==> src/rtl/dma_seq_pkg.sv <==
package dma_seq_pkg;

  // per-side address update method
  typedef enum logic [1:0] {
    UPD_CONT   = 2'd0,
    UPD_RELOAD = 2'd1,
    UPD_LINK   = 2'd2
  } upd_e;

  typedef enum logic [1:0] {
    ST_IDLE  = 2'd0,
    ST_RUN   = 2'd1,
    ST_FETCH = 2'd2,
    ST_CHECK = 2'd3
  } st_e;

  // status bit positions
  localparam int NSTAT     = 5;
  localparam int STAT_TFR  = 0;
  localparam int STAT_BLK  = 1;
  localparam int STAT_SRCT = 2;
  localparam int STAT_DSTT = 3;
  localparam int STAT_ERR  = 4;

  // descriptor layout (word order in memory)
  localparam int DESC_WORDS = 5;
  localparam int DW_SRC     = 0;
  localparam int DW_DST     = 1;
  localparam int DW_PTR     = 2;
  localparam int DW_CLO     = 3;
  localparam int DW_CHI     = 4;

  // register selects
  localparam logic [2:0] SEL_SRC  = 3'd0;
  localparam logic [2:0] SEL_DST  = 3'd1;
  localparam logic [2:0] SEL_PTR  = 3'd2;
  localparam logic [2:0] SEL_CLO  = 3'd3;
  localparam logic [2:0] SEL_CHI  = 3'd4;
  localparam logic [2:0] SEL_CFG  = 3'd5;
  localparam logic [2:0] SEL_MASK = 3'd6;
  localparam logic [2:0] SEL_CLR  = 3'd7;

endpackage

==> src/rtl/dma_mode_decode.sv <==
module dma_mode_decode
  import dma_seq_pkg::*;
(
  input  logic [1:0] link_en,    // [1] source, [0] destination
  input  logic [1:0] reload_en,  // [0] source, [1] destination
  output upd_e       meth [2],   // [0] source, [1] destination
  output logic       illegal
);

  logic [1:0] bad;

  for (genvar s = 0; s < 2; s++) begin : g_side
    logic lk;
    assign lk      = link_en[1-s];
    assign meth[s] = lk ? UPD_LINK : (reload_en[s] ? UPD_RELOAD : UPD_CONT);
    assign bad[s]  = lk & reload_en[s];
  end

  assign illegal = |bad;

endmodule

==> src/rtl/dma_desc_fetch.sv <==
module dma_desc_fetch
  import dma_seq_pkg::*;
#(
  parameter int DW = 32,
  parameter int NW = DESC_WORDS
) (
  input  logic          clk,
  input  logic          rst_n,
  input  logic          go,
  input  logic [DW-1:0] base,
  output logic          rd_req,
  output logic [DW-1:0] rd_addr,
  input  logic          rd_ack,
  input  logic [DW-1:0] rd_data,
  output logic          done,
  output logic [DW-1:0] words [NW]
);

  localparam int IW = $clog2(NW);

  logic          busy_q, busy_d;
  logic          done_q, done_d;
  logic [IW-1:0] idx_q, idx_d;
  logic [DW-1:0] base_q, base_d;
  logic          cap_en;

  always_comb begin
    busy_d = busy_q;
    idx_d  = idx_q;
    base_d = base_q;
    done_d = 1'b0;
    cap_en = 1'b0;
    if (go) begin
      busy_d = 1'b1;
      idx_d  = '0;
      base_d = {base[DW-1:2], 2'b00};
    end else if (busy_q && rd_ack) begin
      cap_en = 1'b1;
      if (idx_q == IW'(NW-1)) begin
        busy_d = 1'b0;
        done_d = 1'b1;
      end else begin
        idx_d = idx_q + 1'b1;
      end
    end
  end

  always_ff @(posedge clk or negedge rst_n) begin
    if (!rst_n) begin
      busy_q <= 1'b0;
      done_q <= 1'b0;
      idx_q  <= '0;
      base_q <= '0;
    end else begin
      busy_q <= busy_d;
      done_q <= done_d;
      idx_q  <= idx_d;
      base_q <= base_d;
    end
  end

  for (genvar w = 0; w < NW; w++) begin : g_word
    logic [DW-1:0] word_q;
    always_ff @(posedge clk or negedge rst_n) begin
      if (!rst_n)                           word_q <= '0;
      else if (cap_en && idx_q == IW'(w))   word_q <= rd_data;
    end
    assign words[w] = word_q;
  end

  assign rd_req  = busy_q;
  assign rd_addr = base_q + {{(DW-IW-2){1'b0}}, idx_q, 2'b00};
  assign done    = done_q;

endmodule

==> src/rtl/dma_stat_bank.sv <==
module dma_stat_bank #(
  parameter int N = 5
) (
  input  logic         clk,
  input  logic         rst_n,
  input  logic [N-1:0] set,
  input  logic         clr_we,
  input  logic         mask_we,
  input  logic [N-1:0] wbits,
  output logic [N-1:0] raw,
  output logic [N-1:0] masked,
  output logic         irq
);

  logic [N-1:0] mask_q;

  for (genvar i = 0; i < N; i++) begin : g_bit
    logic raw_q, raw_d;
    always_comb begin
      raw_d = raw_q;
      if (clr_we && wbits[i]) raw_d = 1'b0;
      if (set[i])             raw_d = 1'b1;
    end
    always_ff @(posedge clk or negedge rst_n) begin
      if (!rst_n) raw_q <= 1'b0;
      else        raw_q <= raw_d;
    end
    assign raw[i] = raw_q;
  end

  always_ff @(posedge clk or negedge rst_n) begin
    if (!rst_n)       mask_q <= '0;
    else if (mask_we) mask_q <= wbits;
  end

  assign masked = raw & mask_q;
  assign irq    = |masked;

endmodule

==> src/rtl/dma_chain_seq.sv <==
module dma_chain_seq
  import dma_seq_pkg::*;
#(
  parameter int DW    = 32,
  parameter int LEN_W = 16
) (
  input  logic             clk,
  input  logic             rst_n,
  input  logic             reg_we,
  input  logic [2:0]       reg_sel,
  input  logic [DW-1:0]    reg_wdata,
  input  logic             start,
  output logic             chan_en,
  output logic             blk_busy,
  output logic [DW-1:0]    blk_src,
  output logic [DW-1:0]    blk_dst,
  output logic [LEN_W-1:0] blk_len,
  input  logic             blk_done,
  input  logic             src_xact,
  input  logic             dst_xact,
  output logic             rd_req,
  output logic [DW-1:0]    rd_addr,
  input  logic             rd_ack,
  input  logic [DW-1:0]    rd_data,
  output logic [NSTAT-1:0] raw_stat,
  output logic [NSTAT-1:0] irq_stat,
  output logic             irq
);

  st_e              st_q, st_d;
  logic [DW-1:0]    addr_q [2];
  logic [DW-1:0]    addr_d [2];
  logic [DW-1:0]    shadow_q [2];
  logic [DW-1:0]    shadow_d [2];
  upd_e             meth_q [2];
  upd_e             meth_d [2];
  logic [DW-1:0]    ptr_q, ptr_d;
  logic [1:0]       link_q, link_d;
  logic [1:0]       rel_q, rel_d;
  logic [LEN_W-1:0] len_q, len_d;

  upd_e             live_meth [2];
  logic             live_bad;
  logic [DW-1:0]    bnd_addr [2];
  logic [DW-1:0]    len_ext;
  logic [DW-1:0]    desc_w [DESC_WORDS];
  logic             fetch_done;
  logic             unused_desc;

  logic idle, term_cur, link_cur, live_term, live_same;
  logic start_ok, start_bad, blk_end, fin, chk_bad, fetch_go;
  logic [NSTAT-1:0] stat_set;

  dma_mode_decode u_dec (
    .link_en   (link_q),
    .reload_en (rel_q),
    .meth      (live_meth),
    .illegal   (live_bad)
  );

  dma_desc_fetch #(.DW(DW), .NW(DESC_WORDS)) u_fetch (
    .clk     (clk),
    .rst_n   (rst_n),
    .go      (fetch_go),
    .base    (ptr_q),
    .rd_req  (rd_req),
    .rd_addr (rd_addr),
    .rd_ack  (rd_ack),
    .rd_data (rd_data),
    .done    (fetch_done),
    .words   (desc_w)
  );

  assign len_ext = {{(DW-LEN_W){1'b0}}, len_q};

  // boundary address per side: restore from shadow or continue after block
  for (genvar s = 0; s < 2; s++) begin : g_bnd
    assign bnd_addr[s] = (meth_q[s] == UPD_RELOAD) ? shadow_q[s]
                                                   : addr_q[s] + len_ext;
  end

  assign idle      = (st_q == ST_IDLE);
  assign term_cur  = (meth_q[0] == UPD_CONT) && (meth_q[1] == UPD_CONT);
  assign link_cur  = (meth_q[0] == UPD_LINK) || (meth_q[1] == UPD_LINK);
  assign live_term = (live_meth[0] == UPD_CONT) && (live_meth[1] == UPD_CONT);
  assign live_same = (live_meth[0] == meth_q[0]) && (live_meth[1] == meth_q[1]);

  assign start_ok  = start && idle && !live_bad;
  assign start_bad = start && idle && live_bad;
  assign blk_end   = (st_q == ST_RUN) && blk_done;
  assign fin       = blk_end && term_cur;
  assign fetch_go  = blk_end && !term_cur && link_cur;
  assign chk_bad   = (st_q == ST_CHECK) && (live_bad || (!live_term && !live_same));

  // next-state logic
  always_comb begin
    st_d     = st_q;
    addr_d   = addr_q;
    shadow_d = shadow_q;
    meth_d   = meth_q;
    ptr_d    = ptr_q;
    link_d   = link_q;
    rel_d    = rel_q;
    len_d    = len_q;

    if (reg_we && reg_sel == SEL_CFG) rel_d = reg_wdata[1:0];
    if (reg_we && idle) begin
      unique case (reg_sel)
        SEL_SRC: addr_d[0] = reg_wdata;
        SEL_DST: addr_d[1] = reg_wdata;
        SEL_PTR: ptr_d     = reg_wdata;
        SEL_CLO: link_d    = reg_wdata[1:0];
        SEL_CHI: len_d     = reg_wdata[LEN_W-1:0];
        default: ;
      endcase
    end

    unique case (st_q)
      ST_IDLE: begin
        if (start_ok) begin
          shadow_d = addr_q;
          meth_d   = live_meth;
          st_d     = ST_RUN;
        end
      end
      ST_RUN: begin
        if (blk_done) begin
          if (term_cur) begin
            st_d = ST_IDLE;
          end else begin
            for (int s = 0; s < 2; s++)
              if (meth_q[s] != UPD_LINK) addr_d[s] = bnd_addr[s];
            st_d = link_cur ? ST_FETCH : ST_CHECK;
          end
        end
      end
      ST_FETCH: begin
        if (fetch_done) begin
          if (meth_q[0] == UPD_LINK) addr_d[0] = desc_w[DW_SRC];
          if (meth_q[1] == UPD_LINK) addr_d[1] = desc_w[DW_DST];
          ptr_d  = desc_w[DW_PTR];
          link_d = desc_w[DW_CLO][1:0];
          len_d  = desc_w[DW_CHI][LEN_W-1:0];
          st_d   = ST_CHECK;
        end
      end
      ST_CHECK: begin
        if (chk_bad) begin
          st_d = ST_IDLE;
        end else begin
          meth_d = live_meth;
          st_d   = ST_RUN;
        end
      end
      default: st_d = ST_IDLE;
    endcase
  end

  // registers
  always_ff @(posedge clk or negedge rst_n) begin
    if (!rst_n) begin
      st_q   <= ST_IDLE;
      ptr_q  <= '0;
      link_q <= '0;
      rel_q  <= '0;
      len_q  <= '0;
      for (int s = 0; s < 2; s++) begin
        addr_q[s]   <= '0;
        shadow_q[s] <= '0;
        meth_q[s]   <= UPD_CONT;
      end
    end else begin
      st_q     <= st_d;
      ptr_q    <= ptr_d;
      link_q   <= link_d;
      rel_q    <= rel_d;
      len_q    <= len_d;
      addr_q   <= addr_d;
      shadow_q <= shadow_d;
      meth_q   <= meth_d;
    end
  end

  assign unused_desc = ^{desc_w[DW_CLO][DW-1:2], desc_w[DW_CHI][DW-1:LEN_W]};

  // status sources
  always_comb begin
    stat_set            = '0;
    stat_set[STAT_TFR]  = fin;
    stat_set[STAT_BLK]  = blk_end;
    stat_set[STAT_SRCT] = src_xact && chan_en;
    stat_set[STAT_DSTT] = dst_xact && chan_en;
    stat_set[STAT_ERR]  = start_bad || chk_bad;
  end

  dma_stat_bank #(.N(NSTAT)) u_stat (
    .clk     (clk),
    .rst_n   (rst_n),
    .set     (stat_set),
    .clr_we  (reg_we && reg_sel == SEL_CLR),
    .mask_we (reg_we && reg_sel == SEL_MASK),
    .wbits   (reg_wdata[NSTAT-1:0]),
    .raw     (raw_stat),
    .masked  (irq_stat),
    .irq     (irq)
  );

  assign chan_en  = !idle;
  assign blk_busy = (st_q == ST_RUN);
  assign blk_src  = addr_q[0];
  assign blk_dst  = addr_q[1];
  assign blk_len  = len_q;

endmodule

==> config.mk <==
export PLATFORM = sky130hd
export DESIGN_NAME = dma_chain_seq
export DESIGN_NICKNAME = d
export VERILOG_FILES = /design/src/rtl/dma_seq_pkg.sv /design/src/rtl/dma_mode_decode.sv /design/src/rtl/dma_desc_fetch.sv /design/src/rtl/dma_stat_bank.sv /design/src/rtl/dma_chain_seq.sv
export SDC_FILE = /design/constraint.sdc
export NUM_CORES = 1
export LEC_CHECK = 0
export CAP_MARGIN = 20
export CORE_MARGIN = 2
export CORE_UTILIZATION = 50
export DETAILED_ROUTE_END_ITERATION = 10
export GPL_TIMING_DRIVEN = 1
export PLACE_DENSITY = 0.74
export SYNTH_ARGS = -nofsm -noshare
export SYNTH_HDL_FRONTEND = slang
export SYNTH_SLANG_ARGS = --single-unit
==> constraint.sdc <==
create_clock -name clk -period 5.4 [get_ports clk]
set_input_delay 1.08 -clock clk [delete_from_list [all_inputs] [get_ports clk]]
set_output_delay 1.08 -clock clk [all_outputs]
set_load 0.05 [all_outputs]
Yosys cells after proc, flatten, opt, wreduce, memory -nomap -nowiden --
Index checks and enable logic that the tools add are counted.
Storage, ports and cells: bits in registers 345, bits in latches 0, RAM bits 0, bits in read-only memories 0, bits of input ports 75, output and inout bits 126, word-level logic and storage cells 179, memories 0
Cells by class: add/sub/neg operators 4, multipliers 0, div/mod/pow operators 0, magnitude comparators 0, equal/unequal tests 27, shift-type cells 0, muxes and demuxes 60, bitwise logic cells 3, reductions and logical operators 59
Operator list (number):
- $mux 32 | 12
- $mux 64 | 4
- $pmux 64 s2 | 1
- $add 32x16->32 | 2
- $mux 16 | 4
- $add 32x5->32 | 1
- $logic_and 1x1->1 | 29
- $mux 1 | 22
- $mux 2 | 10
- $reduce_bool 2->1 | 8
- $eq 3x3->1 const B | 5
- $eq 3x2->1 const B | 4
- $logic_not 2->1 | 5
- $mux 3 | 3
- $eq 2x2->1 const B | 4
- $mux 4 | 2
- $ne 2x2->1 const B | 4
- $pmux 2 s4 | 1
- $pmux 4 s2 | 1
- $eq 2x1->1 const B | 3
- $eq 3x1->1 const B | 2
- $logic_not 3->1 | 2
- $ne 2x1->1 const B | 3
- $reduce_and 2->1 | 3
- other kinds (9) | 18

Depth between registers and ports, before layout --
depth in word-level cells 10, depth in mapped cells 12

By module --
Synthesis repeated with hierarchy kept, for this count alone.
Unflattened totals: cell total of the unflattened synthesis 1976, area, all modules 21147.8 µm²
By module, submodules not included:
- dma_chain_seq | times used 1, cells an instance 1404, area an instance 12668.4 µm², seq. area each 4654.5 µm²
- dma_desc_fetch | times used 1, cells an instance 530, area an instance 7986.4 µm², seq. area each 4879.7 µm²
- dma_stat_bank | times used 1, cells an instance 37, area an instance 454.2 µm², seq. area each 250.2 µm²
- dma_mode_decode | times used 1, cells an instance 5, area an instance 38.8 µm², seq. area each 0.0 µm²

Worst setup path before layout --
OpenSTA, ideal clock, no wires.
path type reg-to-output, start point register u_fetch.idx_q[0], end point output port rd_addr[28], arrival 2.681 ns, data required time 4.320 ns, path slack 1.639 ns, stages on the path, launching flop included 11, path through dfrtp_1 > ha_1 > inv_1 > fa_1 > nor2b_1 > o2111ai_1 > nor3_1 > nand2_1 > nor2_1 > nand2_1 > xnor2_1
Between the ends: word-level cells in the longest chain between the ends 1
Ends and longest elaborated chain:
- start, declared | line dma_desc_fetch.sv:23 | logic [IW-1:0] idx_q, idx_d;
- start signal, assigned | line dma_desc_fetch.sv:57 | idx_q <= idx_d;
- $add 32x5->32 | line dma_desc_fetch.sv:72 | assign rd_addr = base_q + {{(DW-IW-2){1'b0}}, idx_q, 2'b00};
- end, declared | line dma_chain_seq.sv:22 | output logic [DW-1:0] rd_addr,
Every way passes these cells.

Final worst setup path --
start point register u_fetch.idx_q[0], end point output port rd_addr[30]
Same word-level chain as after synthesis.

==> metrics.yaml <==
status: "finished, final reports clean"
cts.sinks: 341
p_leak_nw: 9.23
ant_nets: 0
cap_violations: 0
setup_tns_ps: 0
grt_overflow_total: 0
synth_area_um2: 18900
initial_utilization_pct: 50.5
synth_top_area_share_pct: 45.2
initialDrtViolationCount: 1546
port_buffers: 198
antenna_cells: 0
grt_pass1_wl_um: 90000
cts_buffer_depth: 3
nets: 2112
setup_viol: 0
min_path_type: "register to register"
track_usage_pct: 30.1
grt_max_degree: 120
ctsHoldBuffers: 0
syn2layout_area_growth_pct: 19.6
antenna_found_initial: 2
drive_gt1_share_pct: 16.3
tritoncts.num_buffers: 36
fp.dieArea_um2: 39400
hold_start: "u_fetch.g_word[2].word_q[3]"
critPathArrivalTime_ps: 3920
fin_hold_ws_ps: 478
pre_cts_ws_ps: 913
timing.fmax_ghz: 0.200
grt_pass1_vias: 15265
rr_startpoint: "blk_len[1]"
dp.final_hpwl_um: 42800
whs_path_depth: 2
async_flop_share_pct: 100
netlist_top_cells_count: "dfrtp_1, mux2_2, o21ai_0"
finalCritPeriodShare_pct: 92.5
wire_per_inst_um: 23.5
cts_setup_buffers: 0
io_pins: 201
gp_congestion: 0.931
reg2reg_to: "blk_src[26]"
die_w_um: 198
synth_warnings: 0
yosys.area.top_type: "dfrtp_1"
die_y_um: 198
post_cts_resized: 0
root_buffer: "clkbuf_16"
synth-seq-area-share_pct: 45.2
totalWireLength_um: 59200
drv_slew: 0
first_pass_iters: 5
synth-edff-count: 0
yosysMostFrequentCell: "dfrtp_1"
rows: 71
vias_per_cell: 6.16
pwr_density_cell_nw_per_um2: 663
peakVddDrop_mv: 0.501
endpoint_kind: "output pin"
criticalPathCategory: "register to output pin"
finalClockSkew_ps: 28.7
rsz0062_at_grt: "no"
h-tree-depth: 2
slew_headroom_pct: 30.2
netlist_instances: 1838
num-fill-cells: 3093
worst_slack_ps: 404
vias: 15548
drc: 0
worstPathMaxFanout: 4
worstHoldEndpoint: "ptr_q[3]"
r2r_cells: 9
total_power_mw: 15.0
clkLatencyLatePin_ps: 540
clkTransAtPathRegs_ps: 60
yosys-top-cells-area: "dfrtp_1, mux2_2, mux2i_1, o21ai_0, nand2_1"
synth_flop_cell: "dfrtp_1"
core_um2: 37400
start_kind: "register"
synth_seq_cells: 341
synth_area_per_cell_um2: 10.3
ff2ff_setup_slack_ps: 2230
critPathRequiredTime_ps: 4320
worstMarginPinSlew_ps: 1050
cts_tree: "built"
synthDistinctLibCells: 82
min_period_ps: 5000
finalHoldViolCount: 0
==> where the power goes <==
| group | total, mW | internal (mW) | switching, mW |
|---|---|---|---|
| sequential | 4.76 | 3.67 | 1.09 |
| clock | 2.70 | 1.65 | 1.06 |
| combinational | 7.52 | 2.92 | 4.60 |
==> logic make-up after synthesis <==
kind of cell	count (synthesis)	synth area share (%)
adder cells (fa/ha/maj)	47	3.23
buffers and inverters	144	3.26
other	1	0.0198
flip-flops	341	45.2
AND/OR/NAND/NOR	503	12.8
XOR/XNOR	69	3.20
multiplexers	334	19.1
AO/OA/AOI/OAI	399	13.2
==> cell type report <==
class / instances / area (um2) / share of cell area, %
Clock buffer: 45 / 996 / 4.41
Tap cell: 511 / 639 / 2.83
Multi-Input combinational cell: 1354 / 9790 / 43.3
Timing Repair Buffer: 228 / 2250 / 9.96
Clock inverter: 18 / 279 / 1.23
Inverter: 29 / 109 / 0.482
Sequential cell: 341 / 8530 / 37.8
==> stage by stage <==
step                      cell area (um2)  instances  utilization, %
after floorplan                     18900       1839               -
after global placement              21300       2463            57.0
after detailed placement            21300       2463            57.0
after CTS                           22600       2526            60.4
after global routing                22600       2526            60.4
final                               22600       2526            60.4
==> cells in the final DEF, fill, tap and decap left out, types with 12 or more instances in the layout <==
cell and instances:
o211ai_1 19, ha_1 42, nor2_1 91, buf_4 27
nor2b_1 12, nor3_1 20, inv_1 29, nand4_1 24
clkdlybuf4s50_1 197, a21oi_1 68, nand3_1 78, o221ai_1 13
xor2_1 26, mux2i_1 118, and2_1 23, and3_1 15
a221oi_1 30, xnor2_1 43, nand2_1 173, clkbuf_16 37
o21ai_0 179, mux2_2 213, nand2b_1 15, dfrtp_1 341
==> worst max-delay path by stage <==
stage	start	endpoint	slack [ps]	cells after the start
after floorplan	u_fetch.idx_q[0]	rd_addr[28]	1640	10
after global placement	u_fetch.idx_q[0]	rd_addr[28]	1010	11
after detailed placement	u_fetch.idx_q[0]	rd_addr[30]	910	11
after CTS	u_fetch.idx_q[0]	rd_addr[30]	340	11
after global routing	u_fetch.idx_q[0]	rd_addr[30]	140	11
final	u_fetch.idx_q[0]	rd_addr[30]	400	11
==> per-layer routing <==
| metal | routed length [um] | GRT usage [%] | share of wire (%) |
|---|---|---|---|
| met5 | 18 | 0 | 0.030 |
| met3 | 5200 | 6.60 | 8.8 |
| met1 | 25800 | 42.5 | 44 |
| met4 | 2230 | 11.7 | 3.8 |
| met2 | 26000 | 45.4 | 44 |
==> flip-flops by register name (all words and copies together), names as in the netlist, named ones only <==
register / flops
link_q: 2
blk_len: 16
u_fetch.done: 1
u_stat.g_bit.raw_q: 5
blk_dst: 32
shadow_q: 64
u_fetch.rd_req: 1
ptr_q: 30
u_fetch.base_q: 30
u_stat.mask_q: 5
u_fetch.g_word.word_q: 112
st_q: 1
meth_q: 4
u_fetch.idx_q: 3
blk_src: 32
rel_q: 2
==> critical path: stages, from the launching register on <==
cell and delay (ps):
dfrtp_1 390, ha_1 190, inv_1 60, fa_1 390
nor2b_1 240, o2111ai_1 190, nor3_1 490, nand2_1 160
nor2_1 200, nand2_1 110, xnor2_1 150, clkdlybuf4s50_1 830
Note: power is estimated with default switching activity, not from simulation.
